<file path="config.mk">
export PLATFORM = sky130hd
export DESIGN_NAME = sdcmd_engine
export DESIGN_NICKNAME = d
export VERILOG_FILES = /design/src/rtl/sdcmd_pkg.sv /design/src/rtl/sdcmd_crc7.sv /design/src/rtl/sdcmd_timer.sv /design/src/rtl/sdcmd_engine.sv
export SDC_FILE = /design/constraint.sdc
export NUM_CORES = 1
export LEC_CHECK = 0
export BUFFER_PORTS_ARGS = -buffer_cell sky130_fd_sc_hd__buf_2
export CORE_MARGIN = 2
export CORE_UTILIZATION = 27
export DETAILED_ROUTE_END_ITERATION = 10
export PLACE_DENSITY = 0.48
export SYNTH_ARGS = -nofsm -noshare
export SYNTH_HDL_FRONTEND = slang
export SYNTH_HIERARCHICAL = 1
export SYNTH_SLANG_ARGS = --single-unit
</file>
<file path="constraint.sdc">
create_clock -name clk -period 3.1 [get_ports clk]
set_input_delay 0.31 -clock clk [delete_from_list [all_inputs] [get_ports clk]]
set_output_delay 0.31 -clock clk [all_outputs]
set_load 0.02 [all_outputs]
</file>
<file path="src/rtl/sdcmd_pkg.sv">
package sdcmd_pkg;

    localparam int FRAME_BITS = 48;
    localparam int LONG_BITS  = 136;
    localparam int CNT_W      = $clog2(LONG_BITS);

    localparam logic [2:0] RA_ARG = 3'd0;
    localparam logic [2:0] RA_CMD = 3'd1;
    localparam logic [2:0] RA_TMO = 3'd2;
    localparam logic [2:0] RA_STS = 3'd3;
    localparam logic [2:0] RA_IEN = 3'd4;

    localparam logic [4:0] STS_OK   = 5'b00001;
    localparam logic [4:0] STS_TMO  = 5'b00110;

    typedef enum logic [2:0] {
        ST_IDLE = 3'd0,
        ST_TX   = 3'd1,
        ST_WAIT = 3'd2,
        ST_RX   = 3'd3,
        ST_BUSY = 3'd4
    } sdcmd_state_e;

    // One step of the x^7+x^3+1 divider.
    function automatic logic [6:0] crc7_step(input logic [6:0] c, input logic b);
        logic fb;
        fb = b ^ c[6];
        return {c[5:0], 1'b0} ^ (fb ? 7'h09 : 7'h00);
    endfunction

    // Full outgoing frame, CRC computed over the 40 leading bits.
    function automatic logic [FRAME_BITS-1:0] build_frame(input logic [5:0] idx,
                                                          input logic [31:0] arg);
        logic [39:0] head;
        logic [6:0]  c;
        head = {2'b01, idx, arg};
        c    = '0;
        for (int i = 39; i >= 0; i--) begin
            c = crc7_step(c, head[i]);
        end
        return {head, c, 1'b1};
    endfunction

endpackage

</file>
<file path="src/rtl/sdcmd_crc7.sv">
module sdcmd_crc7 (
    input  logic       clk,
    input  logic       rst_n,
    input  logic       clr,
    input  logic       en,
    input  logic       din,
    output logic [6:0] crc
);
    import sdcmd_pkg::*;

    logic [6:0] crc_d, crc_q;

    always_comb begin
        crc_d = crc_q;
        if (clr) begin
            crc_d = '0;
        end else if (en) begin
            crc_d = crc7_step(crc_q, din);
        end
    end

    always_ff @(posedge clk or negedge rst_n) begin
        if (!rst_n) crc_q <= '0;
        else        crc_q <= crc_d;
    end

    assign crc = crc_q;
endmodule

</file>
<file path="src/rtl/sdcmd_timer.sv">
module sdcmd_timer #(
    parameter int W = 32
) (
    input  logic         clk,
    input  logic         rst_n,
    input  logic         clr,
    input  logic         tick,
    input  logic [W-1:0] limit,
    output logic         expired
);
    logic [W-1:0] cnt_d, cnt_q;

    always_comb begin
        cnt_d = cnt_q;
        if (clr)       cnt_d = '0;
        else if (tick) cnt_d = cnt_q + 1'b1;
    end

    // A limit of zero never expires.
    assign expired = tick && !clr && (limit != '0) && (cnt_q == limit - 1'b1);

    always_ff @(posedge clk or negedge rst_n) begin
        if (!rst_n) cnt_q <= '0;
        else        cnt_q <= cnt_d;
    end
endmodule

</file>
<file path="src/rtl/sdcmd_engine.sv">
module sdcmd_engine #(
    parameter int TMO_W = 32
) (
    input  logic        clk,
    input  logic        rst_n,
    input  logic        sd_strobe,
    input  logic        wr_en,
    input  logic [2:0]  wr_addr,
    input  logic [31:0] wr_data,
    input  logic        cmd_in,
    input  logic        dat0_in,
    output logic        cmd_out,
    output logic        cmd_oe,
    output logic [4:0]  status,
    output logic [31:0] rsp_w1,
    output logic [31:0] rsp_w2,
    output logic [31:0] rsp_w3,
    output logic [31:0] rsp_w4,
    output logic        irq
);
    import sdcmd_pkg::*;

    localparam logic [CNT_W-1:0] TX_LAST    = CNT_W'(FRAME_BITS - 1);
    localparam logic [CNT_W-1:0] SHORT_LAST = CNT_W'(FRAME_BITS - 1);
    localparam logic [CNT_W-1:0] LONG_LAST  = CNT_W'(LONG_BITS - 1);

    typedef struct packed {
        sdcmd_state_e           state;
        logic [CNT_W-1:0]       cnt;
        logic [LONG_BITS-1:0]   sh;
        logic [5:0]             idx;
        logic [4:0]             flg;   // [1:0] reply kind, [2] busy, [3] crc, [4] index
        logic [TMO_W-1:0]       tmo;
        logic [4:0]             sts;
        logic [4:0]             ien;
        logic [3:0][31:0]       rsp;
    } regs_t;

    regs_t r_q, r_d;

    logic       crc_clr, crc_en;
    logic [6:0] crc_val;
    logic       tmr_clr, tmr_tick, tmr_exp;
    logic       is_long, no_rsp, in_crc_span;
    logic       crc_bad, idx_bad;
    logic [4:0] set_bits;

    sdcmd_crc7 u_crc (
        .clk   (clk),
        .rst_n (rst_n),
        .clr   (crc_clr),
        .en    (crc_en),
        .din   (cmd_in),
        .crc   (crc_val)
    );

    sdcmd_timer #(.W(TMO_W)) u_tmr (
        .clk     (clk),
        .rst_n   (rst_n),
        .clr     (tmr_clr),
        .tick    (tmr_tick),
        .limit   (r_q.tmo),
        .expired (tmr_exp)
    );

    assign is_long = (r_q.flg[1:0] == 2'd2);
    assign no_rsp  = (r_q.flg[1:0] == 2'd0);

    // Bits fed to the divider include the received CRC, so a match leaves zero.
    assign in_crc_span = is_long ? (r_q.cnt >= CNT_W'(8) && r_q.cnt <= LONG_LAST - 1'b1)
                                 : (r_q.cnt >= CNT_W'(1) && r_q.cnt <= SHORT_LAST - 1'b1);
    assign crc_bad = r_q.flg[3] && (crc_val != 7'd0);
    assign idx_bad = r_q.flg[4] && !is_long && (r_q.sh[44:39] != r_q.idx);

    always_comb begin
        r_d      = r_q;
        crc_clr  = 1'b0;
        crc_en   = 1'b0;
        tmr_clr  = 1'b0;
        tmr_tick = 1'b0;
        set_bits = '0;

        if (wr_en) begin
            unique case (wr_addr)
                RA_ARG: if (r_q.state == ST_IDLE) begin
                    r_d.state = ST_TX;
                    r_d.cnt   = '0;
                    r_d.sh    = {{(LONG_BITS-FRAME_BITS){1'b0}}, build_frame(r_q.idx, wr_data)};
                end
                RA_CMD: if (r_q.state == ST_IDLE) begin
                    r_d.idx = wr_data[13:8];
                    r_d.flg = wr_data[4:0];
                end
                RA_TMO: if (r_q.state == ST_IDLE) r_d.tmo = wr_data[TMO_W-1:0];
                RA_STS: r_d.sts = r_q.sts & wr_data[4:0];
                RA_IEN: r_d.ien = wr_data[4:0];
                default: ;
            endcase
        end

        if (sd_strobe) begin
            unique case (r_q.state)
                ST_TX: begin
                    r_d.sh  = r_q.sh << 1;
                    r_d.cnt = r_q.cnt + 1'b1;
                    if (r_q.cnt == TX_LAST) begin
                        r_d.cnt = '0;
                        r_d.sh  = '0;
                        crc_clr = 1'b1;
                        tmr_clr = 1'b1;
                        if (!no_rsp)          r_d.state = ST_WAIT;
                        else if (r_q.flg[2])  r_d.state = ST_BUSY;
                        else begin
                            r_d.state = ST_IDLE;
                            set_bits  = STS_OK;
                        end
                    end
                end
                ST_WAIT: begin
                    if (!cmd_in) begin
                        r_d.state = ST_RX;
                        r_d.cnt   = CNT_W'(1);
                        r_d.sh    = r_q.sh << 1;
                    end else begin
                        tmr_tick = 1'b1;
                        if (tmr_exp) begin
                            r_d.state = ST_IDLE;
                            set_bits  = STS_TMO;
                        end
                    end
                end
                ST_RX: begin
                    r_d.sh  = (r_q.sh << 1) | {{(LONG_BITS-1){1'b0}}, cmd_in};
                    r_d.cnt = r_q.cnt + 1'b1;
                    crc_en  = in_crc_span;
                    if (r_q.cnt == (is_long ? LONG_LAST : SHORT_LAST)) begin
                        if (is_long) r_d.rsp    = {r_q.sh[126:0], cmd_in};
                        else         r_d.rsp[3] = r_q.sh[38:7];
                        if (crc_bad || idx_bad) begin
                            r_d.state = ST_IDLE;
                            set_bits  = {idx_bad, crc_bad, 1'b0, 1'b1, 1'b0};
                        end else if (r_q.flg[2]) begin
                            r_d.state = ST_BUSY;
                            tmr_clr   = 1'b1;
                        end else begin
                            r_d.state = ST_IDLE;
                            set_bits  = STS_OK;
                        end
                    end
                end
                ST_BUSY: begin
                    if (dat0_in) begin
                        r_d.state = ST_IDLE;
                        set_bits  = STS_OK;
                    end else begin
                        tmr_tick = 1'b1;
                        if (tmr_exp) begin
                            r_d.state = ST_IDLE;
                            set_bits  = STS_TMO;
                        end
                    end
                end
                default: ;
            endcase
        end

        r_d.sts = r_d.sts | set_bits;
    end

    always_ff @(posedge clk or negedge rst_n) begin
        if (!rst_n) r_q <= '0;
        else        r_q <= r_d;
    end

    assign cmd_oe  = (r_q.state == ST_TX);
    assign cmd_out = (r_q.state == ST_TX) ? r_q.sh[FRAME_BITS-1] : 1'b1;
    assign status  = r_q.sts;
    assign rsp_w1  = r_q.rsp[3];
    assign rsp_w2  = r_q.rsp[2];
    assign rsp_w3  = r_q.rsp[1];
    assign rsp_w4  = r_q.rsp[0];
    assign irq     = |(r_q.sts & r_q.ien);
endmodule

</file>
Word level (Yosys, flattened, before mapping)
Index checks and enable logic that the tools add are counted.
Storage, ports and cells
  word-level logic and storage cells: 231
  input bits: 41
  bits in registers: 367
  output and inout port bits: 136
Cells by class
  bitwise operators: 81
  equality and inequality tests: 13
  add/sub/neg operators: 3
  mux-type cells: 92
  $lt $le $gt $ge: 4
  reduce and logical (&&, ||, !) cells: 24
Operators with widths (count)
  147-bit two-way mux: 4
  144-bit one-hot mux with 3 select lines: 1
  7-bit by 4-bit bitwise XOR with 7-bit output: 36
  200-bit two-way mux: 1
  32-bit two-way mux: 5
  4-bit two-way mux: 39
  144-bit two-way mux: 1
  136-bit by 1-bit bitwise OR with 136-bit output: 1
  1-bit bitwise XOR: 36
  32-bit by 1-bit adder with 32-bit output, second input constant: 1
  32-bit == test: 1
  32-bit nonzero test: 1
  32-bit by 1-bit subtractor with 32-bit output, second input constant: 1
  5-bit two-way mux: 6
  3-bit two-way mux: 9
  11-bit two-way mux: 2
  5-bit one-hot mux with 4 select lines: 1
  1-bit two-way mux: 17
  7-bit two-way mux: 2
  3-bit by 2-bit == test with 1-bit output, second input constant: 4
  3-bit one-hot mux with 4 select lines: 1
  5-bit AND: 2
  3-bit AND reduction: 3
  8-bit by 1-bit adder with 8-bit output, second input constant: 1
  27 further kinds: 41

Depth between registers and ports, before layout
  depth in word-level cells: 116
  depth in mapped cells: 21
  gate-level depth less buffers: 19

Hierarchy
The synthesis kept the hierarchy.
Modules (own cells, without submodules)
  sdcmd_engine: area each 14720.4 um2, instances 1, seq. area each 7982.7 um2, cells each 1187
  sdcmd_timer: area each 2772.7 um2, instances 1, seq. area each 800.8 um2, cells each 321
  sdcmd_crc7: area each 307.8 um2, instances 1, seq. area each 175.2 um2, cells each 28

Worst setup path after synthesis
No wires, ideal clock.
  kind: register to register
  start point: register r_q[320] in the netlist's numbering
  end point: register r_q[325] in the netlist's numbering
  stages on the path, launching flop included: 22
  arrival time: 3.230 ns
  data required time: 2.979 ns
  buffers on the path: 2
  library setup time: 0.121 ns
  slack: -0.251 ns
  period minus slack after synthesis: 3.351 ns
  cell sequence: dfrtp_1 -> clkbuf_1 -> and3b_1 -> a22o_1 -> nand2_1 -> a2111oi_0 -> a21oi_1 -> nor2_1 -> clkbuf_1 -> nand4b_1 -> nor3_1 -> o211ai_1 -> nor4_2 -> nand4_1 -> nor4_2 -> nand2_1 -> nor2_1 -> a31oi_1 -> o22ai_1 -> nand4_1 -> o21ai_0 -> nand2_1
RTL lines
  start, declared: RTL line sdcmd_engine.sv:39  | regs_t r_q, r_d;
  start signal, assigned: RTL line sdcmd_engine.sv:172  | else r_q <= r_d;

==> reports/results.tsv <==
metric	value	unit
cp-endpoint	r_q[325]$_DFF_PN0_	
numCtsBuffers	43	
start_util	27.17	%
violations	setup timing	
antenna_found_initial	2	
worst_slew_pin_slew	1193	ps
fin_crit_sh	103.7	%
ys_warn_count	6	
layout_setup_ws	-113.2	ps
grt_first_pass_wirelength	76770	um
drv_cap	0	
drt-met1-wl	23140	um
critical_path_peak_fanout	2	
synth_fp_nets	1584	
gr-usage-all-layers	14.82	%
rsz0062_at_grt	yes	
top_layer	met4	
area_growth	18.37	%
max_freq	0.3112	GHz
core_area	65510	um^2
cp.arrival	3660	ps
clockRootBuffer	clkbuf_16	
rows	94	
hold_viol	0	
grt_pass1_vias	11970	
yosysTopAreaCellShare	50.33	%
wire_per_inst	19.67	um
finalCriticalPeriod	3213	ps
timing.rr.start	r_q[223]$_DFF_PN0_	
outcome	complete, but fails checks	
dieArea	68000	um^2
yosysSeqAreaShare	50.33	%
cts.sinks	358	
crit_start	r_q[223]$_DFF_PN0_	
grt_max_degree	84	
maxSlewViolCount	0	
criticalPathCategory	flip-flop to flip-flop	
place_inst	2472	
worst_setup_path_end_kind	flip-flop	
critPathSlowestCell	dfrtp_1	
layout_common_cells	358 x dfrtp_1, 175 x buf_2, 145 x mux2_2	
synth.area.top_cells	dfrtp_1 50%, mux2_2 9.2%, buf_4 5.7%	
syn_inst	1536	
hold_class	input port to flip-flop	
first_iter_violations	844	
ant_nets	0	
wl_met3	2877	um
clock_skew	32.64	ps
setup_tns	-113.2	ps
cts_tree	built	
crit_required	3550	ps
final_common_cell	dfrtp_1	
yosysUniqueCellTypes	75	
layout-drive-gt1-share	33.16	%
viasPerCell	4.682	
stdcell_count	2554	
synth_edf_count	0	
startpoint_type	flip-flop	
insertion_delay	600	ps
grt.overflow.total	0	
crit_chain	xor2_1, nor4_1, a31oi_2, a2111oi_4, a21oi_2, nor2_2, nand4b_1, nor3_2, o211ai_1, nor4_2, nand4_1, nor4_2, buf_4, nand2_2, nor2_1, a31oi_1, o22ai_2, nand4_1, o21ai_1, nand2_1	
syn_area_per_cell	11.59	um^2
clkTransAtPathRegs	60	ps
wl_met2	23070	um
powerDensity	803.9	nW/um^2
ff2ff_path_depth	20	
ys_ff_latch	358	
cts.htree.levels	2	
clk_path_buf_depth	3	
finalSetupViolCount	1	
first_pass_iters	7	
place_area	19450	um^2
crit_path_max_incr_delay	380	ps
num_io_pins	177	
nNetsFinal	1707	
dp_hpwl	35960	um
fp.dieW	260.8	um
postSynth.asyncResetShare	100.0	%
synth_ff_type	dfrtp_1	
port_buffers	176	
reg2reg_slack	-110	ps
max_slew_margin	20.30	%
peakVddDrop	645.6	uV
stdcell_area	21070	um^2
power_leakage	10.41	nW
routed_wl	50230	um
place_congestion	0.8098	
synth_top_area_cell	dfrtp_1	
reg2reg_to	r_q[325]$_DFF_PN0_	
via_count	11960	
route.detailed.drc	0	
hold_slack	40.49	ps
die_height	260.8	um
synth_area	17800	um^2
what timing repair did:
item | CTS | global route
pin swaps | 13 | 8
endpoints found under the hold margin | 78 | 0
hold buffers | 1 | 0
buffers inserted | 3 | 2
setup endpoints to repair | 3 | 10
resized for setup | 9 | 13
per-layer routing:
metal | global-route usage (%) | up-vias
met5 | 0 | -
met3 | 3.409 | 63
met4 | 4.063 | 0
met2 | 23.16 | 285
met1 | 20.53 | 6091
li1 | - | 5519
critical path: cells and delay by family (launching register included):
family / cells / cell delay [ps]
compound gates: 7 / 1060
xor+xnor: 1 / 190
buf+inv: 1 / 160
flops: 1 / 380
simple gates: 11 / 1300
worst min-delay path by stage:
| stage | from | slack [ps] | to | cells after the start |
|---|---|---|---|---|
| after floorplan | rst_n | 10 | r_q[128]$_DFFE_PN0P_ | 0 |
| final | wr_data[19] | 40 | r_q[157]$_DFFE_PN0P_ | 2 |
| after global routing | wr_data[19] | 20 | r_q[157]$_DFFE_PN0P_ | 2 |
| after global placement | rst_n | 390 | r_q[323]$_DFF_PN0_ | 1 |
| after detailed placement | rst_n | 390 | r_q[323]$_DFF_PN0_ | 1 |
| after CTS | wr_data[19] | 10 | r_q[157]$_DFFE_PN0P_ | 2 |
layout make-up:
cell class	count	area, um^2
Clock buffer	62	1247
Antenna cell	1	2.502
Timing Repair Buffer	294	1933
Multi-Input combinational cell	952	7596
Clock inverter	13	214.0
Fill cell	6567	44440
Tap cell	864	1081
Inverter	10	37.54
Sequential cell	358	8959
through the flow:
step | utilization, % | power [mW] | setup slack [ps]
CTS | 32.04 | 17.16 | -195.5
detailed placement | 29.70 | 11.82 | -330.7
global placement | 29.70 | 11.80 | -246.3
global route | 32.16 | 17.96 | -390.1
floorplan | - | 9.737 | 11.79
finish | 32.16 | 16.94 | -113.2
cells in the mapped netlist, types with 4 or more instances:
cell      instances
nand3_1          29
ha_1              7
nor3_2            4
or3_1             6
dfrtp_1         358
a22o_1           81
buf_1             9
buf_2            16
inv_1            10
xnor3_2           4
buf_4           136
xnor2_1          59
xnor3_1           9
nor2_1          104
a22oi_1           4
mux2i_1          80
nand2_1          83
a21oi_1          45
and2_1            4
clkbuf_1         54
a31oi_1           5
nor3_1           20
o21ai_0          73
nand4b_1          6
xnor2_2           4
xor2_1           61
nor4_1            8
nand2b_1          5
nor2b_1           8
nand4_1          18
and3_1           12
nor4_2            4
mux2_2          145
kinds of logic (layout without fill, tap and decap cells):
logic type,count (synthesis),in the layout,synth area share [%]
flip-flops,358,358,50.33
AND/OR/NAND/NOR,338,338,9.953
AO/OA/AOI/OAI,239,239,9.067
buffers and inverters,226,379,7.788
multiplexers,225,225,13.67
XOR/XNOR,143,143,8.702
adder cells (fa/ha/maj),7,7,0.4920
other,0,1,0
where the power goes:
group / switching, mW / total [mW] / internal, mW
combinational: 3.24 / 6.17 / 2.93
sequential: 0.483 / 5.59 / 5.11
clock: 2.11 / 5.18 / 3.07
total: 5.83 / 16.9 / 11.1
flip-flops by register name, summed over array words and instances (netlist names):
register     flops
status           5
rsp_w4          32
r_q            186
u_crc/crc        7
u_tmr/cnt_q     32
rsp_w3          32
rsp_w2          32
rsp_w1          32
(Power assumes the default switching activity.)
